<file path="src/rtl/tsat_pkg.sv">
package tsat_pkg;
  // Register offsets inside the system-register window; software decodes these.
  typedef enum logic [2:0] {
    REG_CTRL   = 3'd0,
    REG_NEXT   = 3'd1,
    REG_FUSE   = 3'd2,
    REG_STATUS = 3'd3
  } reg_offs_e;

  localparam int unsigned REG_COUNT = 7;

  typedef struct packed {
    logic       map_hit;   // map window, access permitted
    logic       reg_hit;   // register window, access permitted
    logic       wr;        // write strobe this cycle
    logic       rd;        // read in progress
    logic [7:0] offs;      // low address byte
  } bus_req_t;
endpackage

</file>
<file path="src/rtl/tsat_decode.sv">
module tsat_decode
  import tsat_pkg::*;
#(
  parameter int unsigned ADDR_W = 16,
  parameter logic [7:0]  MAP_HI = 8'hFF,
  parameter logic [7:0]  REG_HI = 8'hFE
) (
  input  logic [ADDR_W-1:0] addr,
  input  logic              cs,
  input  logic              e,
  input  logic              rw,
  input  logic              sys_mode,
  output bus_req_t          req
);
  logic map_raw, reg_raw;

  always_comb begin
    map_raw = cs && (addr[ADDR_W-1 -: 8] == MAP_HI);
    reg_raw = cs && (addr[ADDR_W-1 -: 8] == REG_HI) && (addr[7:0] < 8'(REG_COUNT));
    req.map_hit = map_raw && sys_mode;
    req.reg_hit = reg_raw && sys_mode;
    req.wr      = cs && e && !rw;
    req.rd      = cs && rw;
    req.offs    = addr[7:0];
  end
endmodule

</file>
<file path="src/rtl/tsat_map_ram.sv">
module tsat_map_ram #(
  parameter int unsigned TASKS = 16,
  parameter int unsigned PAGES = 16,
  parameter int unsigned PPN_W = 8,
  localparam int unsigned TASK_W  = $clog2(TASKS),
  localparam int unsigned PAGE_W  = $clog2(PAGES),
  localparam int unsigned IDX_W   = TASK_W + PAGE_W,
  localparam int unsigned ENTRIES = TASKS * PAGES
) (
  input  logic              clk,
  input  logic              wr_en,
  input  logic [IDX_W-1:0]  cpu_idx,
  input  logic [PPN_W-1:0]  wr_data,
  output logic [PPN_W-1:0]  cpu_q,
  input  logic [TASK_W-1:0] xl_task,
  input  logic [PAGE_W-1:0] xl_page,
  output logic [PPN_W-1:0]  xl_q
);
  logic [PPN_W-1:0] mem [ENTRIES];

  always_ff @(posedge clk) begin
    if (wr_en) mem[cpu_idx] <= wr_data;
  end

  // Two read ports: one for the CPU window, one for live translation.
  assign cpu_q = mem[cpu_idx];
  assign xl_q  = mem[{xl_task, xl_page}];
endmodule

</file>
<file path="src/rtl/tsat_ctrl.sv">
module tsat_ctrl
  import tsat_pkg::*;
#(
  parameter int unsigned TASK_W = 4,
  parameter int unsigned FUSE_W = 8
) (
  input  logic              clk,
  input  logic              rst_n,
  input  logic              irq_ack,
  input  logic              e_tick,
  input  logic              reg_wr,
  input  logic [2:0]        reg_offs,
  input  logic [7:0]        wdata,
  output logic              xlat_en,
  output logic              sys_mode,
  output logic [TASK_W-1:0] active_task,
  output logic [TASK_W-1:0] next_task,
  output logic [FUSE_W-1:0] fuse_cnt
);
  logic wr_ctrl, wr_next, wr_fuse, fuse_done;

  assign wr_ctrl   = reg_wr && (reg_offs == REG_CTRL);
  assign wr_next   = reg_wr && (reg_offs == REG_NEXT);
  assign wr_fuse   = reg_wr && (reg_offs == REG_FUSE);
  assign fuse_done = e_tick && (fuse_cnt == FUSE_W'(1));

  always_ff @(posedge clk or negedge rst_n) begin
    if (!rst_n) begin
      xlat_en   <= 1'b0;
      next_task <= '0;
    end else begin
      if (wr_ctrl) xlat_en   <= wdata[0];
      if (wr_next) next_task <= wdata[TASK_W-1:0];
    end
  end

  // Acknowledge beats everything; an arming write beats a tick in the same cycle.
  always_ff @(posedge clk or negedge rst_n) begin
    if (!rst_n) begin
      sys_mode    <= 1'b1;
      active_task <= '0;
      fuse_cnt    <= '0;
    end else if (irq_ack) begin
      sys_mode    <= 1'b1;
      active_task <= '0;
      fuse_cnt    <= '0;
    end else if (wr_fuse) begin
      fuse_cnt <= wdata[FUSE_W-1:0];
    end else if (e_tick && (fuse_cnt != '0)) begin
      fuse_cnt <= fuse_cnt - FUSE_W'(1);
      if (fuse_done) begin
        active_task <= next_task;
        sys_mode    <= 1'b0;
      end
    end
  end
endmodule

</file>
<file path="src/rtl/tsat_mmu.sv">
module tsat_mmu
  import tsat_pkg::*;
#(
  parameter int unsigned ADDR_W      = 16,
  parameter int unsigned PAGE_OFFS_W = 12,
  parameter int unsigned TASKS       = 16,
  parameter int unsigned PPN_W       = 8,
  parameter int unsigned FUSE_W      = 8
) (
  input  logic              clk,
  input  logic              rst_n,
  input  logic [ADDR_W-1:0] cpu_addr,
  input  logic [7:0]        cpu_wdata,
  output logic [7:0]        cpu_rdata,
  input  logic              cpu_rw,
  input  logic              cpu_e,
  input  logic              cpu_cs,
  input  logic              irq_ack,
  output logic [PPN_W-1:0]  phys_page,
  output logic              xlat_en
);
  localparam int unsigned PAGE_W = ADDR_W - PAGE_OFFS_W;
  localparam int unsigned PAGES  = 1 << PAGE_W;
  localparam int unsigned TASK_W = $clog2(TASKS);
  localparam int unsigned IDX_W  = TASK_W + PAGE_W;

  bus_req_t          req;
  logic              sys_mode;
  logic [TASK_W-1:0] active_task, next_task;
  logic [FUSE_W-1:0] fuse_cnt;
  logic [PPN_W-1:0]  map_cpu_q, map_xl_q;
  logic [7:0]        reg_q;

  tsat_decode #(.ADDR_W(ADDR_W)) u_decode (
    .addr(cpu_addr), .cs(cpu_cs), .e(cpu_e), .rw(cpu_rw),
    .sys_mode(sys_mode), .req(req)
  );

  tsat_map_ram #(.TASKS(TASKS), .PAGES(PAGES), .PPN_W(PPN_W)) u_map (
    .clk(clk),
    .wr_en(req.map_hit && req.wr),
    .cpu_idx(req.offs[IDX_W-1:0]),
    .wr_data(cpu_wdata[PPN_W-1:0]),
    .cpu_q(map_cpu_q),
    .xl_task(active_task),
    .xl_page(cpu_addr[ADDR_W-1 -: PAGE_W]),
    .xl_q(map_xl_q)
  );

  tsat_ctrl #(.TASK_W(TASK_W), .FUSE_W(FUSE_W)) u_ctrl (
    .clk(clk), .rst_n(rst_n), .irq_ack(irq_ack), .e_tick(cpu_e),
    .reg_wr(req.reg_hit && req.wr), .reg_offs(req.offs[2:0]),
    .wdata(cpu_wdata),
    .xlat_en(xlat_en), .sys_mode(sys_mode), .active_task(active_task),
    .next_task(next_task), .fuse_cnt(fuse_cnt)
  );

  always_comb begin
    case (req.offs[2:0])
      REG_CTRL:   reg_q = {7'd0, xlat_en};
      REG_NEXT:   reg_q = 8'(next_task);
      REG_FUSE:   reg_q = 8'(fuse_cnt);
      REG_STATUS: reg_q = {sys_mode, 7'(active_task)};
      default:    reg_q = 8'h00;
    endcase
  end

  always_comb begin
    if (!req.rd)          cpu_rdata = 8'hFF;
    else if (req.map_hit) cpu_rdata = 8'(map_cpu_q);
    else if (req.reg_hit) cpu_rdata = reg_q;
    else                  cpu_rdata = 8'hFF;
  end

  // Boot mapping: all ones puts every page in the top physical 4 KB.
  assign phys_page = xlat_en ? map_xl_q : '1;
endmodule

</file>
<file path="config.mk">
export PLATFORM = sky130hd
export DESIGN_NAME = tsat_mmu
export DESIGN_NICKNAME = d
export VERILOG_FILES = /design/src/rtl/tsat_pkg.sv /design/src/rtl/tsat_decode.sv /design/src/rtl/tsat_map_ram.sv /design/src/rtl/tsat_ctrl.sv /design/src/rtl/tsat_mmu.sv
export SDC_FILE = /design/constraint.sdc
export NUM_CORES = 2
export LEC_CHECK = 0
export BUFFER_PORTS_ARGS = -buffer_cell sky130_fd_sc_hd__buf_2
export CORE_MARGIN = 5
export CORE_UTILIZATION = 35
export DETAILED_ROUTE_END_ITERATION = 10
export PLACE_DENSITY = 0.5
export SLEW_MARGIN = 10
export SYNTH_ARGS = -nofsm -noshare
export SYNTH_HDL_FRONTEND = slang
export SYNTH_SLANG_ARGS = --single-unit
</file>
<file path="constraint.sdc">
create_clock -name clk -period 3.89 [get_ports clk]
set_clock_uncertainty 0.15 [all_clocks]
set_input_delay 0.389 -clock clk [delete_from_list [all_inputs] [get_ports clk]]
set_output_delay 0.389 -clock clk [all_outputs]
set_load 0.05 [all_outputs]
</file>
======== Word level (Yosys, flattened, before mapping) ========
Memory sizes are Yosys's and may differ from the RTL's.
Cells that the tools add are included.
cells by class
  add/sub/neg operators ................... 1
  order comparisons ....................... 1
  equal/unequal tests ..................... 7
  mux-type cells .......................... 18
  reduce and logical (&&, ||, !) cells .... 22
operator list
  kind                                                                    count
  8-bit two-way mux                                                       7
  8-bit case mux with 4 select lines                                      1
  8-bit equality test (second input constant)                             2
  4-bit two-way mux                                                       4
  1-bit logical AND                                                       15
  8-bit by 1-bit equality test with 1-bit output (second input constant)  1
  8-bit by 3-bit < comparator with 1-bit output (second input constant)   1
  8-bit nonzero test                                                      1
  8-bit by 1-bit subtractor with 8-bit output (second input constant)     1
  3-bit by 2-bit equality test with 1-bit output (second input constant)  2
  1-bit two-way mux                                                       6
  2-bit nonzero test                                                      2
  3-bit by 1-bit equality test with 1-bit output (second input constant)  1
  3-bit zero test                                                         1
  3-bit AND reduction                                                     1
  3-bit nonzero test                                                      1
  2-bit != test (second input constant)                                   1
  1-bit zero test                                                         1
word-level totals
  register bits after elaboration ......... 18
  RAM bits ................................ 2,048
  bits of input ports ..................... 30
  output and inout bits ................... 17
  word-level logic and storage cells ...... 55
  memories kept ........................... 1
memories
  name       depth  bits a word  read ports  clocked after memory_dff  write ports  RTL line            RTL
  u_map.mem  256    8            2           0                         1            tsat_map_ram.sv:19  logic [PPN_W-1:0] mem [ENTRIES];

======== Depth between registers and ports, before layout ========
  word-level depth ........................ 8
  gate-level depth with buffers ........... 13
  depth with buffers taken out ............ 9

======== By module ========
A second synthesis with hierarchy kept.
second synthesis, totals
  cell total of the unflattened synthesis .. 4,964
  area, all modules ....................... 97,318.3 um^2
modules (own cells, without submodules)
  module        instances  cells each  area each (um^2)  seq. area each (um^2)
  tsat_map_ram  1          4,804       95,884.5          61,499.0
  tsat_ctrl     1          87          969.7             451.7
  tsat_mmu      1          53          340.3             0.0
  tsat_decode   1          20          123.9             0.0

======== Worst setup path before layout ========
Ideal clock, no wire load.
  path type ............................... input to output
  start point ............................. in cpu_addr[1]
  end point ............................... out cpu_rdata[5]
  arrival time ............................ 3.306 ns
  data required time ...................... 3.351 ns
  setup slack ............................. 0.045 ns
  cell stages on the path ................. 9
  buffers on the path ..................... 4
  path through ............................ buf_2 > buf_2 > clkbuf_1 > clkbuf_1 > mux4_2 > o221ai_1 > a41oi_1 > o21ai_0 > a311oi_1
on the way
  longest elaborated chain between the ends .. 6
  elaborated cells between the ends (all ways) .. 12
ends and longest elaborated chain
  element                                                     RTL line        RTL
  start: declaration                                          tsat_mmu.sv:12  input logic [ADDR_W-1:0] cpu_addr,
  branches (longest 4 deep; another with memory 256 x 8 bit)  -
  8-bit two-way mux (*)                                       tsat_mmu.sv:70  else if (req.map_hit) cpu_rdata = 8'(map_cpu_q);
  8-bit two-way mux (*)                                       tsat_mmu.sv:69  if (!req.rd) cpu_rdata = 8'hFF;
  end: declaration                                            tsat_mmu.sv:14  output logic [7:0] cpu_rdata,
Every way passes the cells marked *.

==> out/results.ini <==
[run_status]
outcome = finished with violations
violations = setup timing

[clocking]
clk_path_buf_depth = 4
clock_insertion_delay_worst_skew_ps = 910
cts-htree-levels = 4
cts_root_buf = sky130_fd_sc_hd__clkbuf_16
cts_tree = built
clk_transition_reported_paths_ps = 60
clock_sinks = 2066
cts-buffers-inserted = 234

[drt]
wl_per_cell_um = 36.4
initialDrtViolationCount = 7835
final_antenna_net_count = 0
drc = 0
drt_pre_antenna_iters = 6
vias_per_cell = 6.04
dr_vias = 60900
route.final.wire_length_mm = 367

[power]
combinationalPowerShare = 0.098
pwr-share-clk = 0.427
share_seq_of_total_power = 0.474
power_density_nw_per_um2 = 435
total_power_mw = 51.8
p_leak_nw = 39.5
switching_power_mw = 12.4
p_int_mw = 39.3
peakVddDrop_mv = 0.422
p_sw_frac = 0.240

[floorplan]
io_pins = 47
initial_core_util = 0.352
dieArea_um2 = 289000
number_of_cell_rows = 193
die_y_um = 537
core_region_area_um2 = 276000
fp.dieW_um = 537

[timing]
final-max-slew-violation-count = 0
timing.final.hold_violations = 0
finalWorstSetupSlack_ps = -555
grt_setup_unrepaired = yes
max_freq_mhz = 225
layout_worst_path_cycle_share = 1.14
setup_viol = 16
worst_slew_margin_rel = 0.266
finalHoldWorstSlack_ps = 14.8
post-route-min-period_ps = 4440
tightest_pin_transition_ps = 1100

[logic_synthesis]
synth_top_area_cell = sky130_fd_sc_hd__edfxtp_1
syn-cell-area_um2 = 97300
avgSynthCellArea_um2 = 18.6
netlist.area_leader.share = 0.632
ys_seq_elements = 2066
yosys-top-cells-area = sky130_fd_sc_hd__edfxtp_1 63%, sky130_fd_sc_hd__mux4_2 21%, sky130_fd_sc_hd__mux2i_1 5.0%, sky130_fd_sc_hd__o221ai_1 1.6%, sky130_fd_sc_hd__nor2_1 1.3%
yosys_most_used_dff = sky130_fd_sc_hd__edfxtp_1
synthCells = 5235
synth_edf_count = 2048
synth_cell_type_count = 63
async_flop_share = 0.00871
synth.yosys.warnings = 0
number_of_nets_produced_by_synthesis = 5268
yosysSeqAreaShare = 0.637

[finish]
final_common_cell = sky130_fd_sc_hd__edfxtp_1
drive_gt1_frac = 0.393
area_growth_pct = 22.2
layout.area.seq_um2 = 62000
nets = 6215
multi_input_area_um2 = 34000
utilization = 0.430
final.fill_count = 24200
mostFrequentLayoutCells = 2048 x sky130_fd_sc_hd__edfxtp_1, 921 x sky130_fd_sc_hd__mux4_2, 905 x sky130_fd_sc_hd__buf_4

[grt]
overflow = 0
groute.usage.overall = 0.249
antenna_violations_before_repair = 23
vias_in_the_first_global_route = 61200
grt_pass1_wl_mm = 503
grt_max_degree = 122

[setup_path]
timing.critical_path.arrival_ps = 3910
worst_r2r_endpoint = u_map.mem[217][6]
rr_worst_depth = 8
crit_path_end_kind = primary output
critPathMostFrequentCell = sky130_fd_sc_hd__mux4_2
critical_path.top_delay_family = multiplexers
buffers_inverters_on_critical_path = 2
timing.rr.start = u_ctrl.sys_mode
crit_path_cell_trace = mux4_2 -> mux4_2 -> mux2i_2 -> buf_4 -> a21oi_1 -> a21boi_0 -> a211o_1 -> buf_12
worstSetupStartpointType = flip-flop
critical_path_class = reg -> out
critical_path_required_ps = 3350
critical-path-slowest-cell = sky130_fd_sc_hd__mux4_2
worst-r2r-setup-slack_ps = 670
critical_path_peak_fanout = 2
crit_path_max_incr_delay_ps = 630

[placed_design]
hpwlAfterDp_mm = 259
port_buffers = 46
globalplace.congestion = 0.988

[min_path]
min_delay_worst_endpoint = u_map.mem[16][6]
hold_path.class = in -> reg
hold-path-cell-count = 1
worst_hold_startpoint = cpu_wdata[6]

[job]
max_cap_violations = 0

cell families (layout without fill, tap and decap cells):
| kind of cell | count (synthesis) | after routing | share of synthesized area |
|---|---|---|---|
| DFF | 2066 | 2066 | 0.637 |
| muxes | 1417 | 1417 | 0.264 |
| AOI/OAI and AO/OA | 668 | 668 | 0.0480 |
| and+or+nand+nor | 645 | 645 | 0.0283 |
| buffers and inverters | 429 | 1562 | 0.0215 |
| xor gates and xnor gates | 7 | 7 | 0.000630 |
| adders and majority gates | 3 | 3 | 0.000386 |
| other | 0 | 8 | 0 |
timing repair:
action                                 4_1_cts  5_1_grt
setup buffers                                5        7
endpoints found under the hold margin      197        0
gates resized for setup                    122       53
pin swaps                                   38       26
hold buffers                                11        0
setup endpoints to repair                   16       16
worst max path at each step:
| stage | slack [ps] | start | cells past startpoint | to |
|---|---|---|---|---|
| after floorplan | 40 | cpu_addr[1] | 9 | cpu_rdata[5] |
| after global placement | -1070 | cpu_addr[12] | 11 | phys_page[5] |
| after detailed placement | -1050 | cpu_addr[12] | 11 | phys_page[5] |
| after CTS | -660 | u_map.mem[231][6] | 9 | phys_page[6] |
| after global routing | -620 | u_map.mem[231][6] | 9 | phys_page[6] |
| final | -550 | u_map.mem[159][6] | 8 | phys_page[6] |
stage by stage:
| step | setup slack, ps | cell area, um^2 | std cells | TNS, ps |
|---|---|---|---|---|
| 3_5_place_dp | -1050 | 110000 | 9635 | -8290 |
| 2_1_floorplan | 44.9 | 97300 | 5235 | 0 |
| 4_1_cts | -661 | 119000 | 10100 | -5620 |
| 3_3_place_gp | -1070 | 110000 | 9635 | -8740 |
| 5_1_grt | -621 | 119000 | 10100 | -5320 |
| 6_report | -555 | 119000 | 10100 | -4480 |
synthesized netlist by cell type, types with 4 or more instances:
cell and count:
sky130_fd_sc_hd__edfxtp_1 2048, sky130_fd_sc_hd__o22ai_1 102, sky130_fd_sc_hd__inv_1 10, sky130_fd_sc_hd__mux2i_1 487, sky130_fd_sc_hd__o31ai_1 12, sky130_fd_sc_hd__buf_1 41, sky130_fd_sc_hd__nand3_1 38, sky130_fd_sc_hd__nor2_1 339
sky130_fd_sc_hd__o211ai_1 9, sky130_fd_sc_hd__nand4_1 17, sky130_fd_sc_hd__nand2_1 147, sky130_fd_sc_hd__buf_4 65, sky130_fd_sc_hd__xnor2_1 5, sky130_fd_sc_hd__a311oi_1 4, sky130_fd_sc_hd__nand2b_1 10, sky130_fd_sc_hd__dfrtp_1 17
sky130_fd_sc_hd__nor4_1 10, sky130_fd_sc_hd__buf_6 12, sky130_fd_sc_hd__a21oi_1 128, sky130_fd_sc_hd__o21ai_0 72, sky130_fd_sc_hd__o221ai_1 173, sky130_fd_sc_hd__a221oi_1 9, sky130_fd_sc_hd__mux2_2 9, sky130_fd_sc_hd__or4_1 9
sky130_fd_sc_hd__buf_2 115, sky130_fd_sc_hd__a32oi_1 12, sky130_fd_sc_hd__a41oi_1 5, sky130_fd_sc_hd__o32ai_1 4, sky130_fd_sc_hd__and3_1 4, sky130_fd_sc_hd__a211oi_1 50, sky130_fd_sc_hd__mux4_2 921, sky130_fd_sc_hd__a22o_1 6
sky130_fd_sc_hd__clkbuf_1 182, sky130_fd_sc_hd__nor3_1 37, sky130_fd_sc_hd__a31oi_1 9, sky130_fd_sc_hd__nor2b_1 12, sky130_fd_sc_hd__and2_1 12, sky130_fd_sc_hd__a22oi_1 48
power groups by stage:
stage	registers, mW	clock network (mW)	logic, mW
floorplan	25.0	0	2.42
global placement	25.0	0	4.93
detailed placement	25.0	0	4.94
CTS	24.6	22.5	5.02
global route	24.5	23.4	5.27
finish	24.6	22.1	5.08
layout make-up:
type | count | share of cell area
sequential | 2066 | 0.521
multi-input combinational | 2740 | 0.286
timing repair buffer | 1126 | 0.0894
clock buffer | 275 | 0.0511
tap | 3705 | 0.0390
clock inverter | 147 | 0.0125
inverter | 14 | 0.000568
antenna | 8 | 0.000168
sequential cells by signal, indices dropped and copies added, names as in the netlist:
name and flops:
u_ctrl.active_task 4, u_ctrl.fuse_cnt 8, u_map.mem 2048, u_ctrl.sys_mode 1
u_ctrl.xlat_en 1, u_ctrl.next_task 4
routing by layer:
layer | wire length (um) | vias to the layer above | global-route usage | share of wire
met2 | 169000 | 3024 | 0.390 | 0.46
met5 | 23 | - | 0 | 0.000063
li1 | - | 24400 | - | -
met4 | 19500 | 4 | 0.109 | 0.053
met1 | 149000 | 32800 | 0.344 | 0.41
met3 | 29400 | 668 | 0.0437 | 0.080
No activity file was read; power rests on OpenSTA's default activity.
